<file path="src/rtl/vcfg_pkg.sv">
package vcfg_pkg;
  typedef logic [7:0] byte_t;

  typedef enum logic [2:0] {
    PS_IDLE = 3'd0,
    PS_CMD  = 3'd1,
    PS_ADDR = 3'd2,
    PS_DATA = 3'd3,
    PS_SKIP = 3'd4
  } pstate_e;
endpackage

</file>
<file path="src/rtl/vcfg_parser.sv">
module vcfg_parser
  import vcfg_pkg::*;
#(
  parameter byte_t PREFIX   = 8'hAF,
  parameter byte_t OP_WRREG = 8'h20,
  parameter byte_t OP_COPY  = 8'h6A,
  parameter int    COPY_LEN = 7
) (
  input  logic    clk,
  input  logic    rst,
  input  logic    acc,
  input  byte_t   din,
  output logic    wr_v_o,
  output byte_t   wr_addr_o,
  output byte_t   wr_data_o,
  output pstate_e state_o
);
  localparam int CNT_W = $clog2(COPY_LEN + 1);

  pstate_e          st_q;
  logic [CNT_W-1:0] cnt_q;
  byte_t            addr_q;

  always_ff @(posedge clk) begin
    if (rst) begin
      st_q      <= PS_IDLE;
      cnt_q     <= '0;
      addr_q    <= '0;
      wr_v_o    <= 1'b0;
      wr_addr_o <= '0;
      wr_data_o <= '0;
    end else begin
      wr_v_o <= 1'b0;
      if (acc) begin
        case (st_q)
          PS_IDLE: if (din == PREFIX) st_q <= PS_CMD;
          PS_CMD: begin
            if (din == OP_WRREG) begin
              st_q <= PS_ADDR;
            end else if (din == OP_COPY) begin
              st_q  <= PS_SKIP;
              cnt_q <= CNT_W'(COPY_LEN - 1);
            end else if (din == PREFIX) begin
              st_q <= PS_CMD;
            end else begin
              st_q <= PS_IDLE;
            end
          end
          PS_ADDR: begin
            addr_q <= din;
            st_q   <= PS_DATA;
          end
          PS_DATA: begin
            wr_v_o    <= 1'b1;
            wr_addr_o <= addr_q;
            wr_data_o <= din;
            st_q      <= PS_IDLE;
          end
          PS_SKIP: begin
            if (cnt_q == '0) st_q <= PS_IDLE;
            else             cnt_q <= cnt_q - 1'b1;
          end
          default: st_q <= PS_IDLE;
        endcase
      end
    end
  end

  assign state_o = st_q;
endmodule

</file>
<file path="src/rtl/vcfg_bank.sv">
module vcfg_bank
  import vcfg_pkg::*;
#(
  parameter int    NREGS      = 64,
  parameter byte_t LOCK_ADDR  = 8'hFF,
  parameter byte_t LOCK_VAL   = 8'h00,
  parameter byte_t UNLOCK_VAL = 8'hFF
) (
  input  logic               clk,
  input  logic               rst,
  input  logic               wr_v,
  input  byte_t              wr_addr,
  input  byte_t              wr_data,
  output logic [NREGS*8-1:0] regs_o,
  output logic [NREGS*8-1:0] shadow_o,
  output logic               locked_o,
  output logic               commit_o
);
  logic locked_q;
  logic to_lock;
  logic lock_hit;

  assign to_lock  = wr_v && (wr_addr == LOCK_ADDR);
  assign commit_o = to_lock && (wr_data == UNLOCK_VAL) && locked_q;
  assign lock_hit = to_lock && (wr_data == LOCK_VAL);

  always_ff @(posedge clk) begin
    if (rst)                                      locked_q <= 1'b0;
    else if (lock_hit)                            locked_q <= 1'b1;
    else if (to_lock && wr_data == UNLOCK_VAL)    locked_q <= 1'b0;
  end

  assign locked_o = locked_q;

  for (genvar i = 0; i < NREGS; i++) begin : g_reg
    logic  hit;
    byte_t sh_q;
    byte_t act_q;

    assign hit = wr_v && (wr_addr == 8'(i)) && !to_lock;

    always_ff @(posedge clk) begin
      if (rst) begin
        sh_q  <= '0;
        act_q <= '0;
      end else begin
        if (hit) sh_q <= wr_data;
        if (commit_o)              act_q <= sh_q;
        else if (hit && !locked_q) act_q <= wr_data;
      end
    end

    assign shadow_o[i*8 +: 8] = sh_q;
    assign regs_o[i*8 +: 8]   = act_q;
  end
endmodule

</file>
<file path="src/rtl/vcfg_fields.sv">
module vcfg_fields #(
  parameter int NREGS = 64,
  parameter int DEPTH = 0,
  parameter int BLANK = 31,
  parameter int B16   = 32,
  parameter int B8    = 38,
  parameter int TBASE = 1,
  parameter int NTIM  = 12,
  parameter int PCLK  = 27
) (
  input  logic               clk,
  input  logic               rst,
  input  logic [NREGS*8-1:0] regs,
  output logic [7:0]         depth_o,
  output logic [7:0]         blank_o,
  output logic [23:0]        base16_o,
  output logic [23:0]        base8_o,
  output logic [NTIM*16-1:0] timing_o,
  output logic [15:0]        pclk_o
);
  always_ff @(posedge clk) begin
    if (rst) begin
      depth_o  <= '0;
      blank_o  <= '0;
      base16_o <= '0;
      base8_o  <= '0;
      pclk_o   <= '0;
    end else begin
      depth_o  <= regs[DEPTH*8 +: 8];
      blank_o  <= regs[BLANK*8 +: 8];
      base16_o <= {regs[B16*8 +: 8], regs[(B16+1)*8 +: 8], regs[(B16+2)*8 +: 8]};
      base8_o  <= {regs[B8*8 +: 8], regs[(B8+1)*8 +: 8], regs[(B8+2)*8 +: 8]};
      pclk_o   <= {regs[(PCLK+1)*8 +: 8], regs[PCLK*8 +: 8]};
    end
  end

  for (genvar k = 0; k < NTIM; k++) begin : g_tim
    localparam int HI = TBASE + 2*k;
    always_ff @(posedge clk) begin
      if (rst) timing_o[k*16 +: 16] <= '0;
      else     timing_o[k*16 +: 16] <= {regs[HI*8 +: 8], regs[(HI+1)*8 +: 8]};
    end
  end
endmodule

</file>
<file path="src/rtl/vcfg_cmd_decoder.sv">
module vcfg_cmd_decoder
  import vcfg_pkg::*;
#(
  parameter int    NREGS      = 64,
  parameter byte_t PREFIX     = 8'hAF,
  parameter byte_t OP_WRREG   = 8'h20,
  parameter byte_t OP_COPY    = 8'h6A,
  parameter int    COPY_LEN   = 7,
  parameter byte_t LOCK_ADDR  = 8'hFF,
  parameter byte_t LOCK_VAL   = 8'h00,
  parameter byte_t UNLOCK_VAL = 8'hFF,
  parameter byte_t DEPTH_ADDR = 8'h00,
  parameter byte_t BLANK_ADDR = 8'h1F,
  parameter byte_t B16_ADDR   = 8'h20,
  parameter byte_t B8_ADDR    = 8'h26,
  parameter byte_t TIM_ADDR   = 8'h01,
  parameter int    NTIM       = 12,
  parameter byte_t PCLK_ADDR  = 8'h1B
) (
  input  logic               clk_i,
  input  logic               rst_i,
  input  logic               in_valid_i,
  input  logic [7:0]         in_data_i,
  output logic               in_ready_o,
  output logic [NREGS*8-1:0] regs_o,
  output logic [7:0]         depth_o,
  output logic [7:0]         blank_o,
  output logic [23:0]        base16_o,
  output logic [23:0]        base8_o,
  output logic [NTIM*16-1:0] timing_o,
  output logic [15:0]        pclk_o
);
  logic               ready_q;
  logic               acc_w;
  logic               wr_v_w;
  byte_t              wr_addr_w;
  byte_t              wr_data_w;
  pstate_e            pstate_w;
  logic [NREGS*8-1:0] shadow_w;
  logic               locked_w;
  logic               commit_w;

  always_ff @(posedge clk_i) begin
    if (rst_i) ready_q <= 1'b0;
    else       ready_q <= 1'b1;
  end

  assign in_ready_o = ready_q;
  assign acc_w      = in_valid_i && ready_q;

  vcfg_parser #(
    .PREFIX(PREFIX), .OP_WRREG(OP_WRREG), .OP_COPY(OP_COPY), .COPY_LEN(COPY_LEN)
  ) parser_i (
    .clk(clk_i), .rst(rst_i), .acc(acc_w), .din(in_data_i),
    .wr_v_o(wr_v_w), .wr_addr_o(wr_addr_w), .wr_data_o(wr_data_w), .state_o(pstate_w)
  );

  vcfg_bank #(
    .NREGS(NREGS), .LOCK_ADDR(LOCK_ADDR), .LOCK_VAL(LOCK_VAL), .UNLOCK_VAL(UNLOCK_VAL)
  ) bank_i (
    .clk(clk_i), .rst(rst_i), .wr_v(wr_v_w), .wr_addr(wr_addr_w), .wr_data(wr_data_w),
    .regs_o(regs_o), .shadow_o(shadow_w), .locked_o(locked_w), .commit_o(commit_w)
  );

  vcfg_fields #(
    .NREGS(NREGS), .DEPTH(int'(DEPTH_ADDR)), .BLANK(int'(BLANK_ADDR)),
    .B16(int'(B16_ADDR)), .B8(int'(B8_ADDR)), .TBASE(int'(TIM_ADDR)),
    .NTIM(NTIM), .PCLK(int'(PCLK_ADDR))
  ) fields_i (
    .clk(clk_i), .rst(rst_i), .regs(regs_o),
    .depth_o(depth_o), .blank_o(blank_o), .base16_o(base16_o), .base8_o(base8_o),
    .timing_o(timing_o), .pclk_o(pclk_o)
  );
endmodule

</file>
<file path="config.mk">
export PLATFORM = sky130hd
export DESIGN_NAME = vcfg_cmd_decoder
export DESIGN_NICKNAME = d
export VERILOG_FILES = /design/src/rtl/vcfg_pkg.sv /design/src/rtl/vcfg_parser.sv /design/src/rtl/vcfg_bank.sv /design/src/rtl/vcfg_fields.sv /design/src/rtl/vcfg_cmd_decoder.sv
export SDC_FILE = /design/constraint.sdc
export NUM_CORES = 2
export LEC_CHECK = 0
export BUFFER_PORTS_ARGS = -buffer_cell sky130_fd_sc_hd__buf_4
export CAP_MARGIN = 30
export CORE_MARGIN = 3
export CORE_UTILIZATION = 45
export CTS_CLUSTER_DIAMETER = 40
export DETAILED_ROUTE_END_ITERATION = 12
export GPL_TIMING_DRIVEN = 0
export PLACE_DENSITY = 0.66
export SYNTH_ARGS = -nofsm -noshare
export SYNTH_HDL_FRONTEND = slang
export SYNTH_SLANG_ARGS = --single-unit
export TNS_END_PERCENT = 20
</file>
<file path="constraint.sdc">
create_clock -name clk_i -period 2.45 [get_ports clk_i]
set_input_delay 0.3675 -clock clk_i [delete_from_list [all_inputs] [get_ports clk_i]]
set_output_delay 0.3675 -clock clk_i [all_outputs]
set_load 0.02 [all_outputs]
</file>
==> After elaboration in Yosys (flattened, before gate mapping) <==
Index checks and enable logic that the tools add are counted.
{ "classes": {"muxes": 142, "n_addsub": 1, "n_bitwise": 1, "n_reduce_logical": 274, "eq_ne": 77} }
{ "op_table": {"columns": ["operator", "count"], "rows": [
  ["two-way mux 8 bit", 128],
  ["equality test 8 x 6 -> 1 bit (second input constant)", 33],
  ["logical AND 1 bit", 197],
  ["nonzero test 2 bit", 66],
  ["equality test 8 x 5 -> 1 bit (second input constant)", 16],
  ["equality test 8 x 4 -> 1 bit (second input constant)", 8],
  ["equality test 8 x 3 -> 1 bit (second input constant)", 4],
  ["equality test 8 bit (second input constant)", 3],
  ["two-way mux 3 bit", 7],
  ["equality test 8 x 2 -> 1 bit (second input constant)", 2],
  ["zero test 8 bit", 2],
  ["case mux 3 bit (4 select lines)", 1],
  ["equality test 8 x 1 -> 1 bit (second input constant)", 1],
  ["equality test 8 x 7 -> 1 bit (second input constant)", 1],
  ["equality test 3 x 2 -> 1 bit (second input constant)", 2],
  ["zero test 3 bit", 2],
  ["inequality test 2 x 1 -> 1 bit (second input constant)", 3],
  ["case mux 3 bit (2 select lines)", 1],
  ["two-way mux 1 bit", 5],
  ["AND reduction 5 bit", 1],
  ["inequality test 2 bit (second input constant)", 2],
  ["AND reduction 2 bit", 2],
  ["equality test 3 x 1 -> 1 bit (second input constant)", 1],
  ["equality test 3 bit (second input constant)", 1],
  ["other kinds (5)", 6]
]} }
{ "word_totals": {"in_bits": 11, "output_inout_bits": 785, "regBits": 1329} }

==> Longest topological paths before layout <==
{ "depth": {"ltp_word": 7, "mapped_depth": 9} }

==> Cells and area by module <==
Synthesis repeated with hierarchy kept, for this count alone.
{ "hier_totals": {"hier_cells": 4967, "area_unflattened_um2": 51386.8} }
{ "by_module_without_submodules": {"columns": ["module", "instances", "cells_each", "area_per_inst_um2", "seq_area_each_um2"], "rows": [
  ["vcfg_bank", 1, 4235, 42457.0, 20519.7],
  ["vcfg_fields", 1, 574, 7576.0, 5445.2],
  ["vcfg_parser", 1, 155, 1323.8, 620.6],
  ["vcfg_cmd_decoder", 1, 3, 30.0, 20.0]
]} }

==> Least setup slack after synthesis <==
OpenSTA, ideal clock, no wires.
{ "synth_timing": {"path_kind": "reg-to-reg", "startpoint": "register parser_i.wr_data_o[4]", "endpoint": "register bank_i.g_reg[0].act_q[0]", "slack_ns": 0.496, "synth_period_minus_slack_ns": 1.954, "path_buffers": 5, "t_arrival_ns": 1.838, "setup_ns": 0.116, "stages_incl_launch_ff": 10, "path_cell_list": "dfxtp_1 > clkbuf_1 > and4_1 > and4_1 > buf_4 > nand2_2 > buf_2 > buf_2 > buf_2 > o211a_1"} }
{ "synth_via": {"elab_chain_cells": 4, "elab_cells_between_ends": 5, "cone_classes": "eq/ne: 1; mux: 1; reduce/logical: 3"} }
{ "synth_rtl": {"columns": ["item", "line", "source"], "rows": [
  ["from (decl)", "vcfg_parser.sv:15", "output byte_t wr_data_o,"],
  ["from (signal assigned)", "vcfg_parser.sv:56", "wr_data_o <= din;"],
  ["equality test 8 bit (*)", "vcfg_bank.sv:24", "assign commit_o = to_lock && (wr_data == UNLOCK_VAL) && locked_q;"],
  ["logical AND 1 bit (*) (2 in series)", "vcfg_bank.sv:24", null],
  ["two-way mux 8 bit / nonzero test 2 bit (equally long branches)", null, null],
  ["to (signal assigned)", "vcfg_bank.sv:48", "if (commit_o) act_q <= sh_q;"],
  ["to (signal assigned)", "vcfg_bank.sv:49", "else if (hit && !locked_q) act_q <= wr_data;"],
  ["to (decl)", "vcfg_bank.sv:38", "byte_t act_q;"]
]} }
Mark *: on every way between the ends. The rest lies on a longest branch, timed or not.
A chain may end at the register's enable or synchronous reset.

==> key figures <==
Logic synthesis
  – Number of synthesized flops with an enable pin: 0
  – Syn Nets: about 5,400
  – Post-synth top cells: dfxtp_1 (1,329), a21oi_1 (822), nand2_1 (676), a221o_1 (480), o211a_1 (480)
  – Netlist area before placement: 0.0522 mm²
  – Top FF cell, synth: dfxtp_1
  – Yosys reg bits: 1,329
  – Seq/Total Area, Yosys: between 50 and 60%
  – Synth async-reset ratio: 0%
  – Area leader, netlist: dfxtp_1
  – Synth top area share: 51.0%
  – Yosys cell types: 51
  – Mapped Cells: ~5,400
  – Ranking of synthesized cells by area: dfxtp_1 (51%), a221o_1 (9.2%), o211a_1 (9.2%), a21oi_1 (7.9%), nand2_1 (4.9%)
  – Ys Warns: 0
  – Most common cell in the netlist: dfxtp_1
  – Mean Syn Cell Area: between 9 and 10 µm²

Timing
  – Worst hold margin: 0.143 ns
  – RSZ-0062 raised after global routing: true
  – Hold Fails Final Rpt: 0
  – FMAX: 374 MHz
  – Final Max Slew Viols: 0
  – Slew headroom: 25.2%
  – Transition time at the pin with the least slew margin: 1.12 ns
  – PnR worst setup slack: -0.223 ns
  – Tmin final: between 2 and 3 ns
  – Clock skew: around 0.032 ns
  – Final worst path period share: 109%
  – Sum Neg Setup Slack: -5.09 ns
  – Final setup viols: roughly 160

Status
  – Status: complete, but fails checks
  – Failing checks: setup timing

GRT
  – Antenna violations before repair: 8
  – Maximum number of pins on one net before global-route repair: 17
  – Grt total ovfl: 0
  – Gr usage total: 41.3%
  – Vias in the first global route: between 40,000 and 50,000
  – First-pass GRT wire length: 360 mm

Critical path
  – CP Cell Sequence: clkbuf_1 -> clkbuf_1 -> nand2_1 -> a21oi_1
  – Critical Path AT: 3.39 ns
  – Buffers plus inverters on the worst setup path: 2
  – Delay-heaviest family, CP: buffers and inverters
  – Worst r2r src: parser_i.wr_data_o[0]
  – Crit path top cell by count: clkbuf_1
  – R2r endpoint: bank_i.g_reg[47].sh_q[0]
  – Startpoint types: flip-flop
  – Req. time, crit path: 3.17 ns
  – CP max FO: 10
  – Reg2Reg Depth: 4
  – Endpoint type of the worst setup path: flip-flop
  – Flop-to-flop setup slack: -0.22 ns
  – Slowest CP cell: clkbuf_1
  – Setup Crit Path Kind: flip-flop to flip-flop
  – Delay of the slowest cell on the worst path: 0.85 ns

Layout
  – Fill cells: 10,011
  – Layout cells sized above 1: 25.1%
  – Nets: 6,487
  – Multi-input gate area: around 0.024 mm²
  – Reg area: 0.0266 mm²
  – Post-layout util: 59.8%
  – Area Overhead vs Synth: 31.4%

Die
  – Core Region: approximately 0.11 mm²
  – Die W: 347 µm
  – Initial Util: 45.5%
  – Die ar.: 0.120 mm²
  – Ports: approximately 800
  – Die height: roughly 350 µm
  – # rows: 124

Worst hold path
  – Hold path endpoint: parser_i.state_o[0]
  – Hold Path Depth: 4
  – Hold Crit Start: in_valid_i
  – HP Class: input port to flip-flop

Clock tree
  – Later-pin clock latency in the skew report: 0.81 ns
  – CTS tree: yes
  – Root buffer cell: clkbuf_16
  – # clock sinks: 1,329
  – Clk slew on worst S/H paths: 0.06 ns
  – CTS Buffer Depth: 3
  – H-tree lvl count: 4
  – TritonCTS Buffers: 172

Drt
  – DRC: 0
  – Vias: around 52,000
  – Vias per cell: 6.44
  – Antenna Nets Post-Route: 0
  – DR pass1 iterations: 7
  – Final WL: 261 mm
  – DR iter-0 viols: 7,042
  – Routed WL per cell: 32.1 µm

Power and ir drop
  – Pwr dens: around 700 mW/mm²
  – Total power: 0.0493 W
  – VDD IR max: 0.764 mV
  – Lkg Pwr: 32.4 nW

Placed design
  – Count of buffers from port buffering: 794
  – Gp weighted congestion: 1.01
  – Dpl hpwl: 192 mm

Flow run
  – Max-Cap Viols: 0
==> tightest hold or removal path: cells and delay by family <==
kind	cells	cell delay (ns)
AND/OR/NAND/NOR	1	0.17
AO/OA/AOI/OAI	2	0.26
buffers and inverters	1	0.08
==> cell families after synthesis <==
kind of cell             count (synthesis)  synth area share, %
flip-flops                            1329                 51.0
AO/OA/AOI/OAI                         1855                 27.4
adder cells (fa/ha/maj)                  2               0.0480
XOR/XNOR                                 1               0.0168
multiplexers                           200                 3.84
buffers and inverters                  645                 5.03
AND/OR/NAND/NOR                       1364                 12.6
==> layout by cell type, fill, tap and decap left out, types with 28 or more instances in the layout <==
cell | netlist | final
clkbuf_8 | 0 | 28
mux2i_1 | 200 | 200
dfxtp_1 | 1329 | 1317
a221o_1 | 480 | 480
nand3_1 | 62 | 38
nor2b_1 | 260 | 260
buf_4 | 9 | 850
a21oi_1 | 822 | 822
clkbuf_16 | 0 | 175
buf_2 | 136 | 125
o21bai_1 | 32 | 32
clkbuf_1 | 450 | 291
a221oi_1 | 32 | 31
buf_8 | 0 | 44
o211a_1 | 480 | 480
buf_6 | 0 | 35
nand2_1 | 676 | 676
clkinv_2 | 0 | 31
nor2_1 | 234 | 223
inv_1 | 36 | 36
clkbuf_2 | 0 | 130
nor3_4 | 7 | 52
==> area by class of cell <==
type | count | area share [%]
inverter | 36 | 0.197
multi-input combinational | 3422 | 34.3
sequential | 1329 | 38.8
timing repair buffer | 915 | 10.8
clock buffer | 215 | 6.93
clock inverter | 103 | 1.93
tap | 1512 | 2.76
antenna | 4 | 0.0146
buffer | 598 | 4.21
==> flip-flops by register name, indices dropped and copies added, names as in the netlist <==
name,flops
parser_i.addr_q,8
bank_i.g.sh_q,512
fields_i.depth_o,8
parser_i.state_o,3
bank_i.locked_o,1
fields_i.pclk_o,16
in_ready_o,1
fields_i.timing_o,192
parser_i.wr_data_o,8
fields_i.base16_o,24
fields_i.blank_o,8
parser_i.wr_addr_o,8
parser_i.wr_v_o,1
bank_i.g.act_q,512
fields_i.base8_o,24
parser_i.cnt_q,3
==> through the flow <==
stage	area (µm²)	setup slack, ns	cells
floorplan	52200	0.496	5396
global placement	60000	-1.51	7702
detailed placement	61100	-0.888	7774
CTS	68000	-0.0998	8110
global route	68600	-0.117	8132
finish	68600	-0.223	8134
==> how the worst max path moves through the flow <==
stage	cells past startpoint	start	to	slack [ns]
after global routing	7	parser_i.wr_addr_o[0]	bank_i.g_reg[59].sh_q[0]	-0.12
after CTS	6	parser_i.wr_addr_o[0]	bank_i.g_reg[44].sh_q[5]	-0.1
final	4	parser_i.wr_data_o[0]	bank_i.g_reg[47].sh_q[0]	-0.22
after detailed placement	6	parser_i.wr_addr_o[2]	bank_i.g_reg[59].act_q[4]	-0.89
after floorplan	9	parser_i.wr_data_o[4]	bank_i.g_reg[0].act_q[0]	0.50
after global placement	6	parser_i.wr_addr_o[2]	bank_i.g_reg[24].act_q[0]	-1.51
==> report_power, final <==
group / internal (W) / switching, W / total (W)
logic: 0.000197 / 0.000686 / 0.000883
clock network: 0.0163 / 0.0105 / 0.0268
registers: 0.0216 / 0.000000982 / 0.0216
==> metal layers <==
layer  vias to the layer above  routed length, µm  GRT usage, %
met3                       918              36900          15.1
met2                      3932             110000          60.9
met4                         4              20500          27.5
met1                     25645              93800          50.6
met5                         -                 23             0
li1                      21884                  -             -
==> timing repair <==
item,in CTS,in global routing
endpoints found under the hold margin,18,0
cloned,0,0
hold buffers,8,0
setup buffers,20,15
resized for setup,238,165
pin swaps,10,16
endpoints found under the setup margin,953,859
No activity file was read; power rests on OpenSTA's default activity.
